===== src/rtl/lbirq_pkg.sv =====
package lbirq_pkg;
  localparam int HALF_W = 16;
  localparam int BYTE_W = 8;
  localparam int LANES  = HALF_W / BYTE_W;

  typedef enum logic [1:0] {
    SZ_BYTE = 2'd0,
    SZ_HALF = 2'd1,
    SZ_WORD = 2'd2,
    SZ_NONE = 2'd3
  } acc_size_e;

  typedef struct packed {
    logic              maskWr;
    logic [LANES-1:0]  laneEn;
    logic [HALF_W-1:0] wdata;
  } strobe_t;
endpackage


===== src/rtl/lbirq_datapath.sv =====
module lbirq_datapath
  import lbirq_pkg::*;
#(
  parameter int              NUM_SRC    = 16,
  parameter logic [HALF_W-1:0] MASK_RESET = 16'h0010
) (
  input  logic               clk,
  input  logic               rst_n,
  input  logic [NUM_SRC-1:0] srcLevel,
  input  strobe_t            strobe,
  output logic               irqOut,
  output logic [HALF_W-1:0]  statusHalf,
  output logic [HALF_W-1:0]  maskHalf
);
  logic [NUM_SRC-1:0] pendReg;
  logic [HALF_W-1:0]  maskReg;
  logic [HALF_W-1:0]  maskNext;
  logic [NUM_SRC-1:0] enabled;
  logic               pastValid;

  // Byte-lane merge: unaddressed lanes keep the current mask (read-modify-write)
  always_comb begin
    maskNext = maskReg;
    for (int b = 0; b < LANES; b++) begin
      if (strobe.maskWr && strobe.laneEn[b]) begin
        maskNext[b*BYTE_W +: BYTE_W] = strobe.wdata[b*BYTE_W +: BYTE_W];
      end
    end
  end

  always_ff @(posedge clk) begin
    if (!rst_n) begin
      pendReg   <= '0;
      maskReg   <= MASK_RESET;
      irqOut    <= 1'b0;
      pastValid <= 1'b0;
    end else begin
      pendReg   <= srcLevel;
      maskReg   <= maskNext;
      irqOut    <= |(srcLevel & maskNext[NUM_SRC-1:0]);
      pastValid <= 1'b1;
    end
  end

  assign enabled  = pendReg & maskReg[NUM_SRC-1:0];
  assign maskHalf = maskReg;

  // Lowest enabled pending index wins
  always_comb begin
    statusHalf = '0;
    for (int i = NUM_SRC - 1; i >= 0; i--) begin
      if (enabled[i]) begin
        statusHalf = HALF_W'((i + 1) << 2);
      end
    end
  end


  pend_follow_chk: assert property (@(posedge clk) disable iff (!rst_n)
    pastValid |-> (pendReg == $past(srcLevel)));


  irq_vs_status_chk: assert property (@(posedge clk) disable iff (!rst_n)
    irqOut == (statusHalf != '0));


  status_fmt_chk: assert property (@(posedge clk) disable iff (!rst_n)
    (statusHalf[1:0] == 2'b00) && (statusHalf <= HALF_W'(NUM_SRC * 4)));


  mask_hold_chk: assert property (@(posedge clk) disable iff (!rst_n)
    (pastValid && !strobe.maskWr) |=> $stable(maskReg));
endmodule


===== src/rtl/lbirq_control.sv =====
module lbirq_control
  import lbirq_pkg::*;
#(
  parameter int ADDR_W = 12,
  parameter int BUS_W  = 32
) (
  input  logic              clk,
  input  logic              rst_n,
  input  logic              busSel,
  input  logic              busWrite,
  input  logic [1:0]        busSize,
  input  logic [ADDR_W-1:0] busAddr,
  input  logic [BUS_W-1:0]  busWdata,
  input  logic [HALF_W-1:0] statusHalf,
  input  logic [HALF_W-1:0] maskHalf,
  output strobe_t           strobe,
  output logic [BUS_W-1:0]  busRdata
);
  localparam logic [ADDR_W-1:0] STATUS_OFF = ADDR_W'(0);
  localparam logic [ADDR_W-1:0] MASK_OFF   = ADDR_W'(2);

  acc_size_e         accSize;
  logic [ADDR_W-1:0] halfA;
  logic [ADDR_W-1:0] halfB;
  logic              doWr;

  assign accSize = acc_size_e'(busSize);
  assign halfA   = {busAddr[ADDR_W-1:1], 1'b0};
  assign halfB   = halfA + ADDR_W'(2);
  assign doWr    = busSel && busWrite;

  function automatic logic [HALF_W-1:0] halfRead(input logic [ADDR_W-1:0] a,
                                                 input logic [HALF_W-1:0] st,
                                                 input logic [HALF_W-1:0] mk);
    if (a == STATUS_OFF)    return st;
    else if (a == MASK_OFF) return mk;
    else                    return '0;
  endfunction

  always_comb begin
    strobe = '0;
    if (doWr) begin
      unique case (accSize)
        SZ_BYTE: if (halfA == MASK_OFF) begin
          strobe.maskWr = 1'b1;
          strobe.laneEn = busAddr[0] ? 2'b10 : 2'b01;
          strobe.wdata  = {busWdata[BYTE_W-1:0], busWdata[BYTE_W-1:0]};
        end
        SZ_HALF: if (halfA == MASK_OFF) begin
          strobe.maskWr = 1'b1;
          strobe.laneEn = '1;
          strobe.wdata  = busWdata[HALF_W-1:0];
        end
        SZ_WORD: begin
          if (halfA == MASK_OFF) begin
            strobe.maskWr = 1'b1;
            strobe.laneEn = '1;
            strobe.wdata  = busWdata[HALF_W-1:0];
          end else if (halfB == MASK_OFF) begin
            strobe.maskWr = 1'b1;
            strobe.laneEn = '1;
            strobe.wdata  = busWdata[2*HALF_W-1:HALF_W];
          end
        end
        default: strobe = '0;
      endcase
    end
  end

  always_comb begin
    busRdata = '0;
    if (busSel && !busWrite) begin
      unique case (accSize)
        SZ_BYTE: begin
          logic [HALF_W-1:0] h;
          h = halfRead(halfA, statusHalf, maskHalf);
          busRdata = BUS_W'(busAddr[0] ? h[HALF_W-1:BYTE_W] : h[BYTE_W-1:0]);
        end
        SZ_HALF: busRdata = BUS_W'(halfRead(halfA, statusHalf, maskHalf));
        SZ_WORD: busRdata = {halfRead(halfB, statusHalf, maskHalf),
                             halfRead(halfA, statusHalf, maskHalf)};
        default: busRdata = '0;
      endcase
    end
  end


  byte_lane_chk: assert property (@(posedge clk) disable iff (!rst_n)
    (strobe.maskWr && accSize == SZ_BYTE) |-> ($countones(strobe.laneEn) == 1));


  status_ro_chk: assert property (@(posedge clk) disable iff (!rst_n)
    (doWr && accSize != SZ_WORD && halfA == STATUS_OFF) |-> !strobe.maskWr);


  unmapped_wr_chk: assert property (@(posedge clk) disable iff (!rst_n)
    (doWr && halfA != MASK_OFF && halfB != MASK_OFF) |-> !strobe.maskWr);
endmodule


===== src/rtl/lbirq_top.sv =====
module lbirq_top
  import lbirq_pkg::*;
#(
  parameter int          NUM_SRC    = 16,
  parameter int          ADDR_W     = 12,
  parameter int          BUS_W      = 32,
  parameter logic [15:0] MASK_RESET = 16'h0010
) (
  input  logic               clk,
  input  logic               rst_n,
  input  logic [NUM_SRC-1:0] srcLevel,
  input  logic               busSel,
  input  logic               busWrite,
  input  logic [1:0]         busSize,
  input  logic [ADDR_W-1:0]  busAddr,
  input  logic [BUS_W-1:0]   busWdata,
  output logic [BUS_W-1:0]   busRdata,
  output logic               irqOut
);
  strobe_t           strobe;
  logic [HALF_W-1:0] statusHalf;
  logic [HALF_W-1:0] maskHalf;

  lbirq_control #(.ADDR_W(ADDR_W), .BUS_W(BUS_W)) i_ctl (
    .clk(clk), .rst_n(rst_n), .busSel(busSel), .busWrite(busWrite),
    .busSize(busSize), .busAddr(busAddr), .busWdata(busWdata),
    .statusHalf(statusHalf), .maskHalf(maskHalf),
    .strobe(strobe), .busRdata(busRdata)
  );

  lbirq_datapath #(.NUM_SRC(NUM_SRC), .MASK_RESET(MASK_RESET)) i_dp (
    .clk(clk), .rst_n(rst_n), .srcLevel(srcLevel), .strobe(strobe),
    .irqOut(irqOut), .statusHalf(statusHalf), .maskHalf(maskHalf)
  );
endmodule


===== config.mk =====
export PLATFORM = sky130hd
export DESIGN_NAME = lbirq_top
export DESIGN_NICKNAME = d
export VERILOG_FILES = /design/src/rtl/lbirq_pkg.sv /design/src/rtl/lbirq_datapath.sv /design/src/rtl/lbirq_control.sv /design/src/rtl/lbirq_top.sv
export SDC_FILE = /design/constraint.sdc
export NUM_CORES = 1
export LEC_CHECK = 0
export ABC_AREA = 1
export BUFFER_PORTS_ARGS = -buffer_cell sky130_fd_sc_hd__buf_2
export CAP_MARGIN = 20
export CELL_PAD_IN_SITES_DETAIL_PLACEMENT = 1
export CELL_PAD_IN_SITES_GLOBAL_PLACEMENT = 1
export CORE_AREA = 8 8 90 108
export DETAILED_ROUTE_END_ITERATION = 16
export DIE_AREA = 0 0 98 116
export GPL_ROUTABILITY_DRIVEN = 0
export PLACE_DENSITY = 0.81
export SYNTH_ARGS = -nofsm -noshare
export SYNTH_HDL_FRONTEND = slang
export SYNTH_SLANG_ARGS = --single-unit

===== constraint.sdc =====
create_clock -name clk -period 3.95 [get_ports clk]
set_input_delay 0.395 -clock clk [delete_from_list [all_inputs] [get_ports clk]]
set_output_delay 0.395 -clock clk [all_outputs]
set_load 0.01 [all_outputs]

Word-level counts from Yosys, hierarchy flattened. Cells that the tools add are included.

Word-level logic and storage cells: 51. Bits in registers: 33. Bits of input ports: 66. Output and inout port bits: 33.

Eq/ne operators: 4. Add/sub/neg operators: 1. Reduce and logical (&&, ||, !) cells: 9. Muxes and demuxes: 32. Bitwise operators: 2.

Operators by type and width (count): $mux 7 (16); $pmux 32 s3 (1); $mux 19 (5); $mux 16 (4); $pmux 19 s3 (1); $and 16x16->16 (2); $mux 32 (1); $logic_not 12->1 (2); $mux 8 (3); $reduce_or 16->1 (1); $add 12x2->12 const B (1); $eq 12x2->1 const B (1); $eq 11x1->1 const B (1); $logic_and 1x1->1 (4); $eq 2x1->1 const B (1); $eq 2x2->1 const B (1); $logic_not 2->1 (1); $mux 2 (1); $logic_not 1->1 (1).

Logic depth before layout (Yosys ltp).
Depth after elaboration: 21. Mapped depth: 17. Depth with buffers taken out: 17.

Hierarchy. From an unflattened synthesis, not the netlist that was laid out.

Cells, all modules: 542. Area, all modules: 2994.1 sq um.

Modules (own cells, without submodules): lbirq_datapath (area an instance 1575.3 sq um, seq. area each 660.6 sq um, times used 1, cells an instance 235); lbirq_control (area an instance 1418.9 sq um, seq. area each 0.0 sq um, times used 1, cells an instance 307).

Worst setup path after synthesis. No wires, ideal clock.

Path kind: input port to output port. Start: input busAddr[5]. End: output busRdata[3]. Setup slack: 2048 ps. Data required time: 3555 ps. Arrival: 1507 ps. Stages on the path: 9. Path buffers: 0. Cells stage by stage: nor2_1 > nand2_2 > nor2_8 > nand2_4 > nor2_1 > inv_1 > o22ai_1 > inv_1 > a21oi_1.

Cells in the longest elaborated chain, start to end: 6. Elaborated cells on any way between the ends: 7. Classes of those cells: eq/ne: 1; mux: 5; reduce/logical: 1.

RTL lines: from (decl) (line lbirq_top.sv:15) `input logic [ADDR_W-1:0] busAddr,`; $eq 11x1->1 (line lbirq_control.sv:36) `else if (a == MASK_OFF) return mk;`; $mux 16 (line lbirq_control.sv:36); $mux 16 (*) (line lbirq_control.sv:35) `if (a == STATUS_OFF) return st;`; $mux 8 (line lbirq_control.sv:77) `busRdata = BUS_W'(busAddr[0] ? h[HALF_W-1:BYTE_W] : h[BYTE_W-1:0]);`; $pmux 32 s3 (*) (line lbirq_control.sv:73) `unique case (accSize)`; $mux 32 (*) (line lbirq_control.sv:72) `if (busSel && !busWrite) begin`; to (decl) (line lbirq_top.sv:17) `output logic [BUS_W-1:0] busRdata,`.

Mark *: on every way between the ends. The rest lies on a longest branch, timed or not.

Worst setup path in the final report.
Start: input busSize[1]. End: output busRdata[18].

Cells in the longest elaborated chain, start to end: 3. Elaborated cells on any way between the ends: 5. Classes of those cells: eq/ne: 2; mux: 2; reduce/logical: 1.

RTL lines: from (decl) (line lbirq_top.sv:14) `input logic [1:0] busSize,`; $eq 2x2->1, or another cell as far along; $pmux 32 s3 (*) (line lbirq_control.sv:73); $mux 32 (*) (line lbirq_control.sv:72).

Marked as above.

==> flow_metrics.env <==
export IMPL_status="finished, final reports clean"
export IMPL_area_growth_pct=23.61
export IMPL_nets=638
export IMPL_p_leak_uw=0.001932
export IMPL_row_count=36
export IMPL_power_density_mw_per_mm2=208.3
export IMPL_synth_top_area_share_pct=24.25
export IMPL_antenna_cells=0
export IMPL_grt_overflow=0
export IMPL_end_kind="output pin"
export IMPL_grt_max_degree=19
export IMPL_first_global_vias=3799
export IMPL_worst_slew_pin_slew_ns=0.6902
export IMPL_maxSlewViolCount=0
export IMPL_cp_num_buf_inv=5
export IMPL_setup_viol=0
export IMPL_wirelength_um=11380
export IMPL_fmax_mhz=399.8
export IMPL_cp_start_kind="primary input"
export IMPL_ctsHoldBuffers=0
export IMPL_finalPower_uw=701.5
export IMPL_fin_crit_ns=2.502
export IMPL_skew_ns=0.004691
export IMPL_post_cts_repair_setup_buffers=0
export IMPL_root_buffer="clkbuf_8"
export IMPL_htreeDepth=2
export IMPL_critPathSlowestCell="nand2_1"
export IMPL_setup_tns_ns=0
export IMPL_drt_iter0_drc=177
export IMPL_die_area_mm2=0.01137
export IMPL_ir_worst_vdd_uv=135.4
export IMPL_ctsResizeCount=0
export IMPL_drive_gt1_share_pct=24.08
export IMPL_hold_depth=3
export IMPL_cp_cell_sequence="buf_2 > inv_1 > nor2_8 > inv_1 > nor2_1 > nand2_1 > nor2_1 > o22ai_1 > inv_1 > buf_2"
export IMPL_crit_fanout=12
export IMPL_maxSlewHeadroom_pct=53.84
export IMPL_die_width_um=98
export IMPL_first_pass_iters=4
export IMPL_synth_seq_cells=33
export IMPL_cts_max_path_buffers=2
export IMPL_synth_edf_count=0
export IMPL_crit_family="simple AND/OR/NAND/NOR gates"
export IMPL_cts_made_buffers=5
export IMPL_core_area_mm2=0.007973
export IMPL_tritoncts="done"
export IMPL_drc=0
export IMPL_num_vias=3469
export IMPL_rsz0062_at_grt="false"
export IMPL_synth_largest_area_cell="dfxtp_1"
export IMPL_finalCritPeriodShare_pct=63.33
export IMPL_path_class="in2out"
export IMPL_antenna_found_initial=0
export IMPL_avgSynthCellArea_um2=5.747
export IMPL_ys_warn_count=0
export IMPL_wire_per_inst_um=17.03
export IMPL_netlist_cell_type_count=32
export IMPL_ant_nets=0
export IMPL_cts_sinks=33
export IMPL_start_util_pct=34.17
export IMPL_path_clk_slew_ns=0.07
export IMPL_synth_flop_cell="dfxtp_1"
export IMPL_routed_via_density=5.193
export IMPL_final_util_pct=42.23
export IMPL_ioPinCount=99
export IMPL_yosysSeqAreaShare_pct=24.25
export IMPL_fp_dieH_um=116
export IMPL_worstRegToRegCells=8
export IMPL_synth_commonest_cells="nand2_1, nand3_1, nor2_1"
export IMPL_worst_path_most_repeated_cell="inv_1"
export IMPL_synthCells=474
export IMPL_grt_pass1_wl_um=18430
export IMPL_io_buffers=98
export IMPL_netlist_top_cells_area="dfxtp_1, nand2_1, nand3_1"
export IMPL_cp_num_cells=10
export IMPL_maxCapViolCount=0
export IMPL_hold_viol=0
export IMPL_hold_class="in2reg"
export IMPL_cpPeakStageDelay_ns=0.38
export IMPL_grt_total_usage_pct=20.33
export IMPL_clkLatencyLatePin_ns=0.30
export IMPL_async_flop_share_pct=0
export IMPL_synth_most_common_cell="nand2_1"
export IMPL_required_ns=3.56
export IMPL_dpl_hpwl_um=9732
export IMPL_syn_area_mm2=0.002724
export IMPL_arrival_ns=2.11
export IMPL_reg2reg_slack_ns=2.71
export IMPL_syn_num_nets=540
## state kept, by name, summed over array words and instances (netlist names)
register	count
i_dp.irqOut	1
i_dp.pendReg	16
i_dp.maskHalf	16
## power by group
group / switching [uW] / internal (uW)
Clock: 128 / 125
Sequential: 3.00 / 342
Combinational: 66.9 / 36.7
## stage by stage
step	std cells	hold slack (ns)	setup WS (ns)	instance area (um^2)
after floorplan	474	0.4885	2.048	2724
after global placement	660	0.5749	1.472	3287
after detailed placement	660	0.5994	1.399	3287
after CTS	668	0.2900	1.433	3367
after global routing	668	0.3092	1.252	3367
final	668	0.2914	1.449	3367
## path summary, 6_finish.rpt
check | from | end
setup / recovery | busSize[1] | busRdata[18]
hold / removal | srcLevel[2] | i_dp.pendReg[2]
setup reg to reg | i_dp.maskHalf[2] | i_dp.irqOut
hold reg to reg | i_dp.maskHalf[4] | i_dp.maskHalf[4]
## cells by family (layout without fill, tap and decap cells)
family,count (synthesis),count (layout),synth area share (%)
compound gates,30,30,6.339
buf+inv,81,180,12.08
simple gates,330,330,57.33
flops,33,33,24.25
## area by class of cell
cell class / instances / area, um^2
fill: 1151 / 4606
sequential: 33 / 660.6
multi-input combinational: 360 / 1734
inverter: 74 / 282.8
clock buffer: 8 / 80.08
tap: 95 / 118.9
timing repair buffer: 98 / 490.5
## worst min-delay path: cells and delay by family
family / cells / cell delay (ns)
buffers and inverters: 2 / 0.13
AND/OR/NAND/NOR: 1 / 0.04
## cell usage in the layout, fill, tap and decap left out
cell,n
nand2_4,5
nand3_1,70
o22ai_1,5
nor2_1,68
nand2_1,137
clkbuf_8,5
and3_1,2
nor2_2,5
clkbuf_1,3
o221ai_1,1
o21ai_0,5
nand3b_1,6
inv_2,3
a31oi_1,4
inv_1,66
nand2_2,11
o21bai_1,1
nand3_2,5
clkinv_4,1
nor3_4,1
nor3_1,6
clkinv_1,4
nand3_4,1
a21oi_1,12
o31ai_1,1
dfxtp_1,33
buf_2,98
a22oi_1,1
nor2_8,2
nand4_1,10
nor2_4,1
## per-layer routing
layer  global-route usage, %  wire length, um
met1                   21.40             4674
met2                   38.24             5758
met3                   4.026              587
met4                   9.375              355
met5                       0                0
Power figures use the tool's default switching activity.
